--- src/rtl/camRegPkg.sv ---
package camRegPkg;
  localparam int DATA_W   = 16;
  localparam int ADDR_W   = 3;
  localparam int WORD_CNT = 4;
  localparam int IDX_W    = $clog2(WORD_CNT);

  localparam logic [ADDR_W-1:0] ADR_CFG   = 3'd0;
  localparam logic [ADDR_W-1:0] ADR_TGT   = 3'd1;
  localparam logic [ADDR_W-1:0] ADR_WORD0 = 3'd2;
  localparam logic [ADDR_W-1:0] ADR_PURGE = 3'd6;
  localparam logic [ADDR_W-1:0] ADR_PINC  = 3'd7;

  localparam logic [1:0] INCR_ON = 2'b11;
  localparam logic [1:0] FULL_ON = 2'b10;

  typedef struct packed {
    logic                wrCfg;
    logic                wrTgt;
    logic [WORD_CNT-1:0] wrWord;
    logic                capture;
    logic                incPurge;
    logic                rdEn;
  } strobeT;
endpackage

--- src/rtl/camRegCtrl.sv ---
module camRegCtrl
  import camRegPkg::*;
(
  input  logic [ADDR_W-1:0] regAddr,
  input  logic              regWrEn,
  input  logic              regRdEn,
  input  logic              lookupDone,
  output strobeT            stb
);
  always_comb begin
    stb          = '0;
    stb.wrCfg    = regWrEn && (regAddr == ADR_CFG);
    stb.wrTgt    = regWrEn && (regAddr == ADR_TGT);
    stb.incPurge = regWrEn && (regAddr == ADR_PINC);
    stb.capture  = lookupDone;
    stb.rdEn     = regRdEn;
    for (int k = 0; k < WORD_CNT; k++) begin
      stb.wrWord[k] = regWrEn && (regAddr == ADR_WORD0 + ADDR_W'(k));
    end
    // lookup capture takes priority over a host write to word 0
    if (lookupDone) stb.wrWord[0] = 1'b0;
  end
endmodule

--- src/rtl/camRegData.sv ---
module camRegData
  import camRegPkg::*;
#(
  parameter int              TS_W     = 8,
  parameter logic [TS_W-1:0] TS_RESET = 8'h01
) (
  input  logic              clk,
  input  logic              rstN,
  input  strobeT            stb,
  input  logic [ADDR_W-1:0] regAddr,
  input  logic [DATA_W-1:0] regWrData,
  input  logic [DATA_W-1:0] lookupData,
  input  logic              incrIn,
  input  logic              camFullIn,
  output logic [DATA_W-1:0] regRdData,
  output logic              camResetN,
  output logic              incrPulse,
  output logic              fullIrq
);
  localparam int PAD_W = DATA_W - TS_W;

  logic [DATA_W-1:0] cfgQ, tgtQ;
  logic [DATA_W-1:0] wordQ [WORD_CNT];
  logic [TS_W-1:0]   tsQ;
  logic [DATA_W-1:0] captured, rdMux;
  logic [ADDR_W-1:0] wordIdx;

  assign captured = {lookupData[15], 1'b0, lookupData[13:0]};

  always_ff @(posedge clk or negedge rstN) begin
    if (!rstN) begin
      cfgQ <= '0;
      tgtQ <= '0;
      tsQ  <= TS_RESET;
    end else begin
      if (stb.wrCfg)    cfgQ <= regWrData;
      if (stb.wrTgt)    tgtQ <= regWrData;
      if (stb.incPurge) tsQ  <= tsQ + 1'b1;
    end
  end

  for (genvar k = 0; k < WORD_CNT; k++) begin : gWord
    if (k == 0) begin : gCap
      always_ff @(posedge clk or negedge rstN) begin
        if (!rstN)               wordQ[k] <= '0;
        else if (stb.capture)    wordQ[k] <= captured;
        else if (stb.wrWord[k])  wordQ[k] <= regWrData;
      end
    end else begin : gPlain
      always_ff @(posedge clk or negedge rstN) begin
        if (!rstN)               wordQ[k] <= '0;
        else if (stb.wrWord[k])  wordQ[k] <= regWrData;
      end
    end
  end

  assign wordIdx = regAddr - ADR_WORD0;

  always_comb begin
    rdMux = '0;
    if (regAddr == ADR_CFG)        rdMux = cfgQ;
    else if (regAddr == ADR_TGT)   rdMux = tgtQ;
    else if (regAddr == ADR_PURGE) rdMux = {{PAD_W{1'b0}}, tsQ};
    else if (regAddr >= ADR_WORD0 && int'(wordIdx) < WORD_CNT)
      rdMux = wordQ[wordIdx[IDX_W-1:0]];
  end

  always_ff @(posedge clk or negedge rstN) begin
    if (!rstN)         regRdData <= '0;
    else if (stb.rdEn) regRdData <= rdMux;
  end

  assign camResetN = cfgQ[0];
  assign incrPulse = incrIn && (tgtQ[3:2] == INCR_ON);
  assign fullIrq   = camFullIn && (tgtQ[1:0] == FULL_ON);
endmodule

--- src/rtl/camHostRegs.sv ---
module camHostRegs
  import camRegPkg::*;
#(
  parameter int              TS_W     = 8,
  parameter logic [TS_W-1:0] TS_RESET = 8'h01
) (
  input  logic        clk,
  input  logic        rstN,
  input  logic [2:0]  regAddr,
  input  logic        regWrEn,
  input  logic        regRdEn,
  input  logic [15:0] regWrData,
  output logic [15:0] regRdData,
  input  logic        lookupDone,
  input  logic [15:0] lookupData,
  input  logic        incrIn,
  input  logic        camFullIn,
  output logic        camResetN,
  output logic        incrPulse,
  output logic        fullIrq
);
  strobeT stb;

  camRegCtrl i_ctrl (
    .regAddr(regAddr), .regWrEn(regWrEn), .regRdEn(regRdEn),
    .lookupDone(lookupDone), .stb(stb)
  );

  camRegData #(.TS_W(TS_W), .TS_RESET(TS_RESET)) i_data (
    .clk(clk), .rstN(rstN), .stb(stb), .regAddr(regAddr),
    .regWrData(regWrData), .lookupData(lookupData),
    .incrIn(incrIn), .camFullIn(camFullIn), .regRdData(regRdData),
    .camResetN(camResetN), .incrPulse(incrPulse), .fullIrq(fullIrq)
  );
endmodule

--- config.mk ---
export PLATFORM = sky130hd
export DESIGN_NAME = camHostRegs
export DESIGN_NICKNAME = d
export VERILOG_FILES = /design/src/rtl/camRegPkg.sv /design/src/rtl/camRegCtrl.sv /design/src/rtl/camRegData.sv /design/src/rtl/camHostRegs.sv
export SDC_FILE = /design/constraint.sdc
export NUM_CORES = 1
export LEC_CHECK = 0
export ABC_AREA = 1
export BUFFER_PORTS_ARGS = -buffer_cell sky130_fd_sc_hd__buf_4
export CAP_MARGIN = 20
export CORE_MARGIN = 1
export CORE_UTILIZATION = 25
export DETAILED_ROUTE_END_ITERATION = 8
export GPL_ROUTABILITY_DRIVEN = 0
export GPL_TIMING_DRIVEN = 0
export PLACE_DENSITY = 0.43
export SLEW_MARGIN = 20
export SYNTH_ARGS = -nofsm -noshare
export SYNTH_HDL_FRONTEND = slang
export SYNTH_SLANG_ARGS = --single-unit
--- constraint.sdc ---
create_clock -name clk -period 1.32 [get_ports clk]
set_input_delay 0 -clock clk [delete_from_list [all_inputs] [get_ports clk]]
set_output_delay 0 -clock clk [all_outputs]
set_load 0.1 [all_outputs]
=== Yosys cells after proc, flatten, opt, wreduce, memory -nomap -nowiden ===
Index checks and enable logic that the tools add are counted.

* Register bits: 120
* Latch bits: 0
* Memory bits (writable): 0
* Bits in read-only memories: 0
* Input bits: 42
* Memories kept: 0

* Add/sub/neg operators: 2
* Multipliers: 0
* Divide/modulo/power cells: 0
* Magnitude comparators: 3
* Eq/ne operators: 9
* Shift-type cells: 0
* Muxes and demuxes: 10
* Bitwise logic cells: 1
* Reduce and logical (&&, ||, !) cells: 12

{| class="wikitable"
|+ Operators by type and width
! kind !! count
|-
| $mux 16 || 8
|-
| $bmux 16 s2 || 1
|-
| $eq 3x3->1 const B || 4
|-
| $logic_and 1x1->1 || 10
|-
| $add 8x1->8 const B || 1
|-
| $eq 3x2->1 const B || 2
|-
| $eq 2x2->1 const B || 2
|-
| $eq 3x1->1 const B || 1
|-
| $ge 3x2->1 const B || 1
|-
| $ge 3x3->1 const B || 1
|-
| $logic_not 3->1 || 1
|-
| $lt 3x3->1 const B || 1
|-
| $not 2->3 || 1
|-
| $sub 3x2->3 const B || 1
|-
| $reduce_bool 2->1 || 1
|-
| $mux 1 || 1
|}

=== Logic depth before layout (Yosys ltp) ===
* Depth after elaboration: 9
* Gate-level depth with buffers: 13

=== Modules after synthesis ===
A second synthesis with hierarchy kept.

* Cell total of the unflattened synthesis: 650
* Area, all modules: 5660.4 um2

{| class="wikitable"
|+ Modules (own cells, without submodules)
! module !! times used !! cells each !! area each (um2)
|-
| camRegData || 1 || 630 || 5576.6
|-
| camRegCtrl || 1 || 20 || 83.8
|}

=== Worst setup path after synthesis ===
OpenSTA, ideal clock, no wires.

* Path type: flip-flop to output port
* Start point: register i_data.tgtQ[1]
* End point: output fullIrq
* Arrival time: 1.638 ns
* Path slack: -0.318 ns
* Cell stages (with the launch flop): 3
* Path buffers: 0
* Cells stage by stage: dfrtp_1 > nand2_1 > nor2_1

* Longest elaborated chain between the ends: 2

{| class="wikitable"
|+ RTL lines
! item !! RTL line !! source
|-
| from (decl) || camRegData.sv:22 || <nowiki>logic [DATA_W-1:0] cfgQ, tgtQ;</nowiki>
|-
| from (signal assigned) || camRegData.sv:37 || <nowiki>if (stb.wrTgt) tgtQ <= regWrData;</nowiki>
|-
| $eq 2x2->1 || camRegData.sv:75 || <nowiki>assign fullIrq = camFullIn && (tgtQ[1:0] == FULL_ON);</nowiki>
|-
| $logic_and 1x1->1 || camRegData.sv:75 ||
|-
| to (decl) || camHostRegs.sv:20 || <nowiki>output logic fullIrq</nowiki>
|}

No other way between the ends.

=== Worst setup path in the final report ===
* Start point: register i_data.tsQ[0]
* End point: register i_data.tsQ[7]

* Longest elaborated chain between the ends: 1

{| class="wikitable"
|+ RTL lines
! item !! RTL line !! source
|-
| from (decl) || camRegData.sv:24 || <nowiki>logic [TS_W-1:0] tsQ;</nowiki>
|-
| from (signal assigned) || camRegData.sv:38 || <nowiki>if (stb.incPurge) tsQ <= tsQ + 1'b1;</nowiki>
|-
| $add 8x1->8 || camRegData.sv:38 ||
|}

No other way between the ends.
A chain may end at the register's enable or synchronous reset.

==> results.tsv <==
metric	value	unit
status	complete, but fails checks	
failing checks	design-rule violations, negative hold slack	
Post-CTS Setup Bufs	0	
Pwr Density	1640	nW/um2
Tot GR Track Use	15.8	%
FF-to-FF path depth	6	
Post-Synth Adder-Cell Area	0.441	%
CP cell instances	nand2_1, nor2_1, nand2_2, nor2_4, nand3_1, xnor2_1	
largest net degree at the start of global routing	62	
CP bufs+invs	0	
Mapped Avg Cell Area	8.10	um2
xor/xnor share of the synthesized area	1.08	%
Port Buffer Count	58	
Ports	61	
mux contribution to synthesized area	0	%
worst path arrival time	1580	ps
Post-route DRC	1	
Worst Setup End Kind	register	
worst min-delay path category	in2reg	
final wirelength	16900	um
FMAX	0.777	GHz
Syn. warnings	0	
share of layout cells above drive strength 1	17.4	%
Final ANT Viol Nets	0	
initial antenna violation count	0	
Setup-failing EPs final	0	
largest family of logic cells by synthesized area	simple AND/OR/NAND/NOR gates	
root buf cell	clkbuf_16	
dpl hpwl	12400	um
Tcrit/Tclk final	97.6	%
ys async rst share	100	%
CP delay by family, top	flip-flops	
Final Hold Slack	-1.18	ps
CP Depth	6	
Req. time, crit path	1620	ps
register area share after synthesis	53.0	%
Synth Area in Compound Gates	12.4	%
Yosys reg bits	120	
Clock transition at path regs	60	ps
Max-Cap Viols	0	
fin nets	851	
vias in the first global route	5149	
vias per cell	4.42	
TritonCTS clock tree	yes	
Die ar.	23300	um2
Crit Path Max Fanout	4	
Initial Util	25.7	%
# H-tree levels	4	
pins over their slew limit	0	
Final Non-Filler Cells	1100	
Num Clock Sinks	120	
# diodes	0	
Critical Path Max Stage Delay	570	ps
Setup CP Type	reg2reg	
Slew @ Worst Pin	598	ps
Leak	3.80	nW
Cells after Synth	700	
Peak VDD IR	700	uV
Hold Crit Depth	3	
Post-synth top flop	dfrtp_1	
DRT Pass-1 Iters	9	
cts bufs inserted	17	
Fin Clk Skew	6.73	ps
Area Overhead vs Synth	31.8	%
dpl cells	1039	
CORE AREA	22000	um2
Startpoint Class	register	
simple logic cell fraction of the synthesized area	26.3	%
relative slew slack	60.2	%
Via Count	4857	
Cell Area, Synth	5670	um2
# rows	54	
Max Root-Sink Buffers	2	
post-DR wirelength/cell	15.3	um
first-pass GRT wire length	28100	um
# fillers	2354	
Slowest cell on crit path	dfstp_2	
DIE WIDTH	153	um
Hold Vio Cnt, Final	1	
grt ovf	0	
post-synth net total	744	
die height	153	um
distinct cell type count after synthesis	32	
Post-synth EDFFs	0	
Starting DRT DRC Count	236	
post-route minimum period	1290	ps
worst-skew pair later-pin latency	410	ps
RSZ-0062 raised after global routing	true	
-- metal layers --
layer	routed length [um]	GRT usage (%)	up-vias
met1	8140	20.8	2314
li1	-	-	2455
met5	0	0	-
met3	490	3.70	20
met4	210	3.99	0
met2	8030	26.0	68
-- worst register-to-register path: stages (launching register included) --
cell and delay [ps]:
dfstp_2 570, nand2_1 60, nor2_1 120, nand2_2 100
nor2_4 100, nand3_1 100, xnor2_1 130
-- sequential cells by signal, indices dropped and copies added, names as in the netlist --
name / flops
i_data.tsQ: 8
i_data.tgtQ: 16
i_data.regRdData: 16
i_data.wordQ: 64
i_data.cfgQ: 16
-- synthesized netlist by cell type, types with 7 or more instances --
cell type | count | share of area [%]
o21ai_0 | 90 | 7.9
a21oi_1 | 11 | 0.97
nand2_2 | 7 | 0.77
o311ai_0 | 13 | 2.0
clkbuf_1 | 13 | 0.86
nand2_1 | 312 | 21
buf_2 | 12 | 1.1
nand3_1 | 8 | 0.71
inv_1 | 49 | 3.2
or2_2 | 7 | 0.77
a22oi_1 | 7 | 0.93
dfrtp_1 | 119 | 53
-- logic make-up (layout without fill, tap and decap cells) --
group                    after synthesis  after routing
AND/OR/NAND/NOR                      359            359
buffers and inverters                 85            205
adder cells (fa/ha/maj)                2              2
AO/OA/AOI/OAI                        127            127
flip-flops                           120            120
XOR/XNOR                               7              7
-- area by class of cell --
type / instances / area, um2 / area share [%]
timing repair buffer: 88 / 768 / 10.3
tap: 280 / 350 / 4.69
sequential: 120 / 3010 / 40.2
clock buffer: 19 / 453 / 6.06
buffer: 32 / 180 / 2.41
multi-input combinational: 495 / 2300 / 30.7
inverter: 53 / 204 / 2.73
clock inverter: 13 / 215 / 2.88
-- cell usage in the layout, fill, tap and decap left out, types with 3 or more instances in the layout --
| master | count |
|---|---|
| a21oi_1 | 11 |
| a22oi_1 | 7 |
| buf_2 | 12 |
| buf_4 | 57 |
| buf_6 | 7 |
| bufinv_16 | 5 |
| clkbuf_1 | 13 |
| clkbuf_16 | 17 |
| clkinv_4 | 4 |
| dfrtp_1 | 118 |
| dlygate4sd3_1 | 29 |
| inv_1 | 49 |
| nand2_1 | 312 |
| nand2_2 | 7 |
| nand3_1 | 7 |
| nand4_1 | 5 |
| nor2_1 | 4 |
| nor2_2 | 3 |
| nor2_4 | 5 |
| o21ai_0 | 90 |
| o21ai_1 | 4 |
| o311ai_0 | 13 |
| or2_0 | 4 |
| or2_2 | 7 |
| xnor2_1 | 3 |
| xor2_1 | 4 |
-- worst paths after layout --
path,startpoint,endpoint,slack [ps]
setup / recovery,i_data.tsQ[0]$_DFFE_PN1P_,i_data.tsQ[7]$_DFFE_PN0P_,30
hold / removal,regWrData[0],i_data.cfgQ[0]$_DFFE_PN0P_,-1
setup reg to reg,i_data.tsQ[0]$_DFFE_PN1P_,i_data.tsQ[7]$_DFFE_PN0P_,30
hold reg to reg,i_data.tsQ[7]$_DFFE_PN0P_,i_data.tsQ[7]$_DFFE_PN0P_,470
max in group asynchronous,rstN,i_data.cfgQ[11]$_DFFE_PN0P_,530
min in group asynchronous,rstN,i_data.wordQ[33]$_DFFE_PN0P_,110
-- report_power, final --
part,total [mW],internal [mW],switching (mW),leakage [nW]
Clock,5.25,3.47,1.78,0.324
Combinational,2.28,0.741,1.54,1.96
Sequential,4.72,4.33,0.389,1.51
Total,12.2,8.54,3.70,3.80
-- through the flow --
step	area, um2	utilization (%)	TNS (ps)	worst slack, ps	total power, mW
CTS	7450	33.8	0	0.576	12.4
finish	7470	33.9	0	32.2	12.2
global route	7470	33.9	-85.8	-56.8	12.9
floorplan	5680	-	0	119	6.27
detailed placement	6500	29.5	-4810	-304	7.02
global placement	6460	29.3	-33090	-368	6.98
-- what timing repair did --
action                     4_1_cts  5_1_grt
setup endpoints to repair        0       14
gates resized for setup          0        4
hold buffers                    29        0
hold endpoints to repair       143        0
No activity file was read; power rests on OpenSTA's default activity.
